**src/rtl/ctr_route_pkg.sv**
```systemverilog
`timescale 1ns/1ps
package ctr_route_pkg;

    localparam int SEL_W        = 3;
    localparam int NUM_TB       = 5;
    localparam int CH_PER_GROUP = 3;

    typedef logic [SEL_W-1:0] sel_t;

    typedef enum logic [SEL_W-1:0] {
        CK_PIN     = 3'd0,
        CK_TB_10M  = 3'd1,
        CK_TB_1M   = 3'd2,
        CK_TB_100K = 3'd3,
        CK_TB_10K  = 3'd4,
        CK_TB_1K   = 3'd5,
        CK_PREV    = 3'd6,
        CK_GROUP   = 3'd7
    } clk_code_e;

    typedef enum logic [SEL_W-1:0] {
        GT_ON   = 3'd0,
        GT_OFF  = 3'd1,
        GT_PIN  = 3'd2,
        GT_INV2 = 3'd3
    } gate_code_e;

endpackage

```
**src/rtl/ctr_route_timebase.sv**
```systemverilog
`timescale 1ns/1ps
module ctr_route_timebase #(
    parameter int RADIX  = 10,
    parameter int STAGES = 4
) (
    input  logic            clk,
    input  logic            rst_n,
    output logic [STAGES:0] tick
);
    localparam int CW = $clog2(RADIX);
    localparam logic [CW-1:0] LAST = CW'(RADIX - 1);

    typedef struct packed {
        logic [STAGES-1:0][CW-1:0] cnt;
    } tb_state_t;

    tb_state_t st_d, st_q;

    always_comb begin
        logic run;
        st_d    = st_q;
        run     = 1'b1;
        tick[0] = 1'b1;
        for (int k = 0; k < STAGES; k++) begin
            if (run) begin
                st_d.cnt[k] = (st_q.cnt[k] == LAST) ? '0 : CW'(st_q.cnt[k] + CW'(1));
            end
            run         = run && (st_q.cnt[k] == LAST);
            tick[k + 1] = run;
        end
    end

    always_ff @(posedge clk) begin
        if (!rst_n) begin
            st_q <= '0;
        end else begin
            st_q <= st_d;
        end
    end

endmodule

```
**src/rtl/ctr_route_selregs.sv**
```systemverilog
`timescale 1ns/1ps
module ctr_route_selregs
    import ctr_route_pkg::*;
#(
    parameter int NCH  = 6,
    parameter int CH_W = 3
) (
    input  logic                      clk,
    input  logic                      rst_n,
    input  logic                      wr_en,
    input  logic [CH_W:0]             wr_addr,
    input  sel_t                      wr_data,
    input  logic [CH_W:0]             rd_addr,
    output sel_t                      rd_data,
    output logic [NCH-1:0][SEL_W-1:0] clk_sel,
    output logic [NCH-1:0][SEL_W-1:0] gate_sel
);
    typedef struct packed {
        logic [NCH-1:0][SEL_W-1:0] ck;
        logic [NCH-1:0][SEL_W-1:0] gt;
    } sel_state_t;

    sel_state_t st_d, st_q;

    logic [CH_W-1:0] wr_ch;
    logic [CH_W-1:0] rd_ch;

    assign wr_ch = wr_addr[CH_W:1];
    assign rd_ch = rd_addr[CH_W:1];

    always_comb begin
        st_d = st_q;
        for (int c = 0; c < NCH; c++) begin
            if (wr_en && (int'(wr_ch) == c)) begin
                if (wr_addr[0]) begin
                    st_d.gt[c] = wr_data;
                end else begin
                    st_d.ck[c] = wr_data;
                end
            end
        end
    end

    always_ff @(posedge clk) begin
        if (!rst_n) begin
            st_q <= '0;
        end else begin
            st_q <= st_d;
        end
    end

    always_comb begin
        rd_data = '0;
        for (int c = 0; c < NCH; c++) begin
            if (int'(rd_ch) == c) begin
                rd_data = rd_addr[0] ? st_q.gt[c] : st_q.ck[c];
            end
        end
    end

    assign clk_sel  = st_q.ck;
    assign gate_sel = st_q.gt;

endmodule

```
**src/rtl/ctr_route_chan_mux.sv**
```systemverilog
`timescale 1ns/1ps
module ctr_route_chan_mux
    import ctr_route_pkg::*;
(
    input  sel_t              clk_sel,
    input  sel_t              gate_sel,
    input  logic [NUM_TB-1:0] tb_tick,
    input  logic              pin_clk,
    input  logic              pin_gate,
    input  logic              prev_out,
    input  logic              back2_out,
    input  logic              grp_clk,
    output logic              sel_clk,
    output logic              sel_gate,
    output logic              clk_drive,
    output logic              gate_drive
);
    always_comb begin
        case (clk_sel)
            CK_PIN:     sel_clk = pin_clk;
            CK_TB_10M:  sel_clk = tb_tick[0];
            CK_TB_1M:   sel_clk = tb_tick[1];
            CK_TB_100K: sel_clk = tb_tick[2];
            CK_TB_10K:  sel_clk = tb_tick[3];
            CK_TB_1K:   sel_clk = tb_tick[4];
            CK_PREV:    sel_clk = prev_out;
            default:    sel_clk = grp_clk;
        endcase
    end

    always_comb begin
        case (gate_sel)
            GT_ON:   sel_gate = 1'b1;
            GT_OFF:  sel_gate = 1'b0;
            GT_PIN:  sel_gate = pin_gate;
            GT_INV2: sel_gate = ~back2_out;
            default: sel_gate = 1'b0;
        endcase
    end

    assign clk_drive  = (clk_sel != CK_PIN);
    assign gate_drive = (gate_sel != GT_PIN);

endmodule

```
**src/rtl/ctr_clk_gate_router.sv**
```systemverilog
`timescale 1ns/1ps
module ctr_clk_gate_router
    import ctr_route_pkg::*;
#(
    parameter int NUM_GROUPS = 2,
    parameter int TB_RADIX   = 10,
    localparam int NCH       = NUM_GROUPS * CH_PER_GROUP,
    localparam int CH_W      = $clog2(NCH),
    localparam int AW        = CH_W + 1
) (
    input  logic                  clk,
    input  logic                  rst_n,
    input  logic                  wr_en,
    input  logic [AW-1:0]         wr_addr,
    input  logic [SEL_W-1:0]      wr_data,
    input  logic [AW-1:0]         rd_addr,
    output logic [SEL_W-1:0]      rd_data,
    input  logic [NUM_GROUPS-1:0] grp_clk_in,
    input  logic [NCH-1:0]        cnt_out,
    input  logic [NCH-1:0]        clk_pin_in,
    output logic [NCH-1:0]        clk_pin_out,
    output logic [NCH-1:0]        clk_pin_oe,
    input  logic [NCH-1:0]        gate_pin_in,
    output logic [NCH-1:0]        gate_pin_out,
    output logic [NCH-1:0]        gate_pin_oe,
    output logic [NCH-1:0]        chan_clk,
    output logic [NCH-1:0]        chan_gate
);
    logic [NUM_TB-1:0]         tb_tick;
    logic [NCH-1:0][SEL_W-1:0] clk_sel_v;
    logic [NCH-1:0][SEL_W-1:0] gate_sel_v;

    ctr_route_timebase #(
        .RADIX  (TB_RADIX),
        .STAGES (NUM_TB - 1)
    ) i_timebase (
        .clk   (clk),
        .rst_n (rst_n),
        .tick  (tb_tick)
    );

    ctr_route_selregs #(
        .NCH  (NCH),
        .CH_W (CH_W)
    ) i_selregs (
        .clk      (clk),
        .rst_n    (rst_n),
        .wr_en    (wr_en),
        .wr_addr  (wr_addr),
        .wr_data  (wr_data),
        .rd_addr  (rd_addr),
        .rd_data  (rd_data),
        .clk_sel  (clk_sel_v),
        .gate_sel (gate_sel_v)
    );

    for (genvar i = 0; i < NCH; i++) begin : g_chan
        localparam int PREV_IDX  = (i + NCH - 1) % NCH;
        localparam int BACK2_IDX = (i + NCH - 2) % NCH;
        localparam int GRP_IDX   = i / CH_PER_GROUP;

        ctr_route_chan_mux i_mux (
            .clk_sel    (clk_sel_v[i]),
            .gate_sel   (gate_sel_v[i]),
            .tb_tick    (tb_tick),
            .pin_clk    (clk_pin_in[i]),
            .pin_gate   (gate_pin_in[i]),
            .prev_out   (cnt_out[PREV_IDX]),
            .back2_out  (cnt_out[BACK2_IDX]),
            .grp_clk    (grp_clk_in[GRP_IDX]),
            .sel_clk    (chan_clk[i]),
            .sel_gate   (chan_gate[i]),
            .clk_drive  (clk_pin_oe[i]),
            .gate_drive (gate_pin_oe[i])
        );

        assign clk_pin_out[i]  = clk_pin_oe[i] & chan_clk[i];
        assign gate_pin_out[i] = gate_pin_oe[i] & chan_gate[i];
    end

endmodule

```
**config.mk**
```make
export PLATFORM = sky130hd
export DESIGN_NAME = ctr_clk_gate_router
export DESIGN_NICKNAME = d
export VERILOG_FILES = /design/src/rtl/ctr_route_pkg.sv /design/src/rtl/ctr_route_timebase.sv /design/src/rtl/ctr_route_selregs.sv /design/src/rtl/ctr_route_chan_mux.sv /design/src/rtl/ctr_clk_gate_router.sv
export SDC_FILE = /design/constraint.sdc
export NUM_CORES = 1
export LEC_CHECK = 0
export ABC_CLOCK_PERIOD_IN_PS = 2800
export BUFFER_PORTS_ARGS = -buffer_cell sky130_fd_sc_hd__buf_2
export CAP_MARGIN = 20
export CORE_ASPECT_RATIO = 0.5
export CORE_MARGIN = 2
export CORE_UTILIZATION = 40
export DETAILED_ROUTE_END_ITERATION = 7
export MAX_ROUTING_LAYER = met4
export SETUP_SLACK_MARGIN = 0.02
export SLEW_MARGIN = 20
export SYNTH_ARGS = -nofsm -noshare
export SYNTH_HDL_FRONTEND = slang
export SYNTH_SLANG_ARGS = --single-unit
export TNS_END_PERCENT = 10
```
**constraint.sdc**
```tcl
create_clock -name clk -period 2.8 [get_ports clk]
set_input_delay 0.42 -clock clk [delete_from_list [all_inputs] [get_ports clk]]
set_output_delay 0.42 -clock clk [all_outputs]
set_load 0.02 [all_outputs]
```
# Yosys cells after proc, flatten, opt, wreduce, memory -nomap -nowiden
# Index checks and enable logic that the tools add are counted.
# word_totals
input_bits	34
word_cells	177
register_bits	52
# op_classes
reduce_logical	42
addsub	4
n_eq_ne	68
mux	27
bitwise	20
# op_table
cell	count
$eq A3 B2 Y1 const B	26
$eq A3 B3 Y1 const B	26
$logic_not A3 Y1	14
$pmux W1 S7	6
$mux W3	12
$reduce_and A2 Y1	12
$eq A3 B1 Y1 const B	6
$ne A3 B2 Y1 const B	6
$pmux W1 S3	6
$reduce_bool A3 Y1	6
$add A4 B1 Y4 const B	4
$eq A4 B4 Y1 const B	4
$and A1 B1 Y1	12
$mux W4	3
$logic_and A1 B1 Y1	9
$not A1 Y1	8
$reduce_or A2 Y1	1

# Logic depth before layout (Yosys ltp)
# logic_depth
depth_word	7
ltp_mapped	8

# Hierarchy
# A second synthesis with hierarchy kept.
# hier_totals
hier_cells	391
hier_area_um2	3499.6
# modules_own_cells
module	cells_per_inst	seq_area_each_um2	area_each_um2	n_inst
ctr_route_selregs	198	720.7	1836.8	1
ctr_route_timebase	91	320.3	807.0	1
ctr_route_chan_mux	15	0.0	130.1	6
ctr_clk_gate_router	12	0.0	75.1	1

# Least setup slack after synthesis
# No wires, ideal clock.
# synth_timing
path_kind	register to output
start	reg i_timebase.st_q[0] (netlist bit)
end	out clk_pin_out[1]
stages_incl_launch_ff	6
t_arrival_ns	1.817
path_slack_ns	0.563
n_path_buf	0
path_cell_list	dfxtp_1 ha_1 nand4b_2 nor4_4 nand3_2 a221oi_2
# synth_between
elab_chain_cells	6
# synth_rtl
element	line	text
from (decl)	ctr_route_timebase.sv:17	tb_state_t st_d, st_q;
from (signal assigned)	ctr_route_timebase.sv:37	st_q <= st_d;
$eq A4 B4 Y1 (*)	ctr_route_timebase.sv:28	run = run && (st_q.cnt[k] == LAST);
$logic_and A1 B1 Y1 (3 in series)	ctr_route_timebase.sv:28	
$pmux W1 S7 (*)	ctr_route_chan_mux.sv:19	case (clk_sel)
$and A1 B1 Y1 (*)	ctr_clk_gate_router.sv:77	assign clk_pin_out[i] = clk_pin_oe[i] & chan_clk[i];
to (decl)	ctr_clk_gate_router.sv:21	output logic [NCH-1:0] clk_pin_out,
# Every way passes the cells marked *; elsewhere a longest branch is shown, timed or not.

# Worst setup path after layout
# layout_timing
start	reg i_timebase.st_q[0] (netlist bit)
end	out chan_clk[5]
# layout_between
elab_chain_cells	5
# layout_rtl
element	line	text
$eq A4 B4 Y1 (*)	ctr_route_timebase.sv:28	
$logic_and A1 B1 Y1 (3 in series)	ctr_route_timebase.sv:28	
$pmux W1 S7 (*)	ctr_route_chan_mux.sv:19	
to (decl)	ctr_clk_gate_router.sv:26	output logic [NCH-1:0] chan_clk,
# Marks and branches as above.

==> qor.yml <==
status: "completed"
yosys.area_share.adder_pct: 0.6899
endpoint_kind: "primary output"
grt_antenna_before_repair: 0
drive_gt1_share_pct: 21.14
max_slew_margin_pct: 45.63
fp.dieW_um: 138.7
io_buffer_count: 72
h-tree-depth: 2
synth-edff-count: 0
cts_tree: "built"
r2r-end: "i_timebase.st_q[13]"
drv_slew: 0
synth_flop_cell: "dfxtp_1"
yosys-top-cells-area: "dfxtp_1 29%, mux2i_1 10%, nor2_1 5.2%"
ys_async_sr_fraction_pct: 0
insertedDiodeCount: 0
synth_xor_area_share_pct: 1.690
yosys.area.top_type: "dfxtp_1"
synth_cell_types: 57
clkTransAtPathRegs_ns: 0.06
tns_ns: 0
worst-path-buf-inv: 2
first_pass_iters: 4
antenna_left: 0
leakage_uw: 0.001580
clock_sinks: 52
cp.arrival_ns: 2.21
core-area_um2: 8768
powerDensity_nw_per_um2: 396.7
synth_seq_area_share_pct: 28.70
rows: 24
ys_ff_latch: 52
vdd_drop_max_mv: 0.2228
slowest_delay_ns: 0.40
vias: 3326
drv_cap: 0
overflow: 0
fin_crit_sh_pct: 93.90
crit_family: "simple AND/OR/NAND/NOR gates"
finalHoldViolations: 0
worstMarginPinSlew_ns: 0.8081
netlist_area_um2: 3627
grtUsageTotal_pct: 19.80
die-area_um2: 9892
clock_latency_ns: 0.29
detailed_place_hpwl_um: 6723
cp_slowest_cell: "nor4_4"
yosys_warnings: 0
timing.fmax_mhz: 380.3
fin_util_pct: 46.13
hold_depth: 3
setup_viol: 0
yosysMostFrequentCell: "dfxtp_1"
layout.nets: 527
r2r_start: "i_timebase.st_q[0]"
rsz0062_at_grt: "false"
syn-instance-count: 458
cts_max_path_buffers: 2
drc: 0
synth_top_family_by_area: "simple AND/OR/NAND/NOR gates"
path_cells: "ha_2, nand4b_4, nor4_4, buf_4, nand3_1, a22oi_1, buf_2"
postSynthAreaPerCell_um2: 7.920
synth_compound_area_share_pct: 16.21
rr_worst_depth: 5
vias_per_cell: 5.461
wirelength_um: 9293
holdPathEnd: "i_timebase.st_q[1]"
synthSimpleGateAreaFrac_pct: 30.84
skew_ns: 0.002018
grt_pass1_vias: 2984
synthTopCellsByCount: "52 x dfxtp_1, 50 x nor2_1, 37 x mux2i_1"
detail_route.wl_per_cell_um: 15.26
drt_iter0_drc: 142
grt_pass1_wl_um: 15080
synth_top_area_share_pct: 28.70
min_path_type: "input port to flip-flop"
initial_utilization_pct: 41.37
syn-num-nets: 494
clock-root-buffer: "clkbuf_16"
path_class: "flip-flop to primary output"
syn_to_final_growth_pct: 11.52
min-delay-start: "rst_n"
cp.required_ns: 2.38
grt_max_degree: 45
path_max_fanout: 7
synthMuxAreaShare_pct: 12.38
rrSetupSlack_ns: 1.07
cts-buffers-inserted: 5
fin_crit_ns: 2.629
place.gp.congestion: 0.8418
io_pins: 73
crit_path_start_kind: "flip-flop"
die_height_um: 71.34
-- worst max path at each step --
| stage | start | slack, ns | cells past startpoint | to |
|---|---|---|---|---|
| floorplan | i_timebase.st_q[0] | 0.56 | 5 | clk_pin_out[1] |
| global placement | i_timebase.st_q[0] | 0.41 | 7 | chan_clk[5] |
| detailed placement | i_timebase.st_q[0] | 0.33 | 7 | chan_clk[5] |
| CTS | i_timebase.st_q[0] | 0.08 | 7 | chan_clk[5] |
| global route | i_timebase.st_q[0] | 0.02 | 7 | chan_clk[5] |
| finish | i_timebase.st_q[0] | 0.17 | 7 | chan_clk[5] |
-- where the power goes --
part           internal (uW)  switching [uW]  leakage [uW]  total, uW
Sequential               750            16.4      0.000420        766
Combinational           83.1             128       0.00109        211
Clock                    357             270     0.0000712        627
-- state kept, by name, summed over array words and instances, names as in the netlist --
| register | flops |
|---|---|
| i_selregs.clk_sel | 18 |
| i_selregs.gate_sel | 18 |
| i_timebase.st_q | 16 |
-- cell families after synthesis --
group	count (synthesis)
AOI/OAI and AO/OA	93
buffers and inverters	66
adders and majority gates	2
xor gates and xnor gates	7
DFF	52
and+or+nand+nor	197
muxes	41
-- routing by layer --
| layer | GRT usage [%] | wire length (um) | vias to the layer above |
|---|---|---|---|
| met2 | 29.54 | 4017 | 81 |
| met5 | - | 0 | - |
| li1 | - | - | 1678 |
| met4 | 5.836 | 131 | 0 |
| met1 | 27.15 | 4491 | 1556 |
| met3 | 4.412 | 651 | 11 |
-- cell type report --
cell class                      count  area, um2
Clock buffer                        8      146.4
Fill cell                         891       4723
Inverter                           14      52.55
Multi-Input combinational cell    340       2253
Sequential cell                    52       1041
Tap cell                          117      146.4
Timing Repair Buffer               78      405.4
-- stage by stage --
step / std cells / hold WS (ns) / power [uW] / worst slack [ns] / instance area [um2]
3_5_place_dp: 600 / 0.4723 / 991.9 / 0.3294 / 3880
4_1_cts: 609 / 0.4378 / 1615 / 0.07905 / 4034
2_1_floorplan: 458 / 0.4331 / 933.3 / 0.5629 / 3627
6_report: 609 / 0.4376 / 1605 / 0.1708 / 4045
3_3_place_gp: 600 / 0.4540 / 991.0 / 0.4089 / 3880
5_1_grt: 609 / 0.4447 / 1670 / 0.02415 / 4045
-- placed cells by master (no fill, tap or decap), types with 2 or more instances in the layout --
cell type	n
dfxtp_1	52
a21oi_1	30
o21ai_0	22
a221oi_1	2
or3b_2	6
nand3b_1	12
nor3b_2	2
nor3b_1	9
buf_2	72
clkbuf_1	2
nor2b_1	14
and2_1	5
a22oi_1	2
buf_4	6
o21bai_1	4
a32oi_1	9
xnor2_1	4
nor3_1	4
clkbuf_16	5
nand4_1	8
nand2b_1	12
nand4bb_1	2
mux2i_1	37
mux4_2	3
or4_1	2
a211oi_1	5
o22ai_1	5
o31ai_1	4
or3_1	10
xor2_1	3
nor2_1	50
inv_1	14
nand2_1	32
nand3_1	17
o211ai_1	2
-- worst min-delay path, stage by stage --
cell and delay, ns:
buf_2 0.14, nand2_1 0.09, nor2_1 0.04
-- timing repair --
action                                  4_1_cts  5_1_grt
endpoints found under the setup margin        1       11
pin swaps                                     1        1
buffers inserted                              1        0
hold buffers                                  0        0
gates resized for setup                       0        2
(Power assumes the default switching activity.)
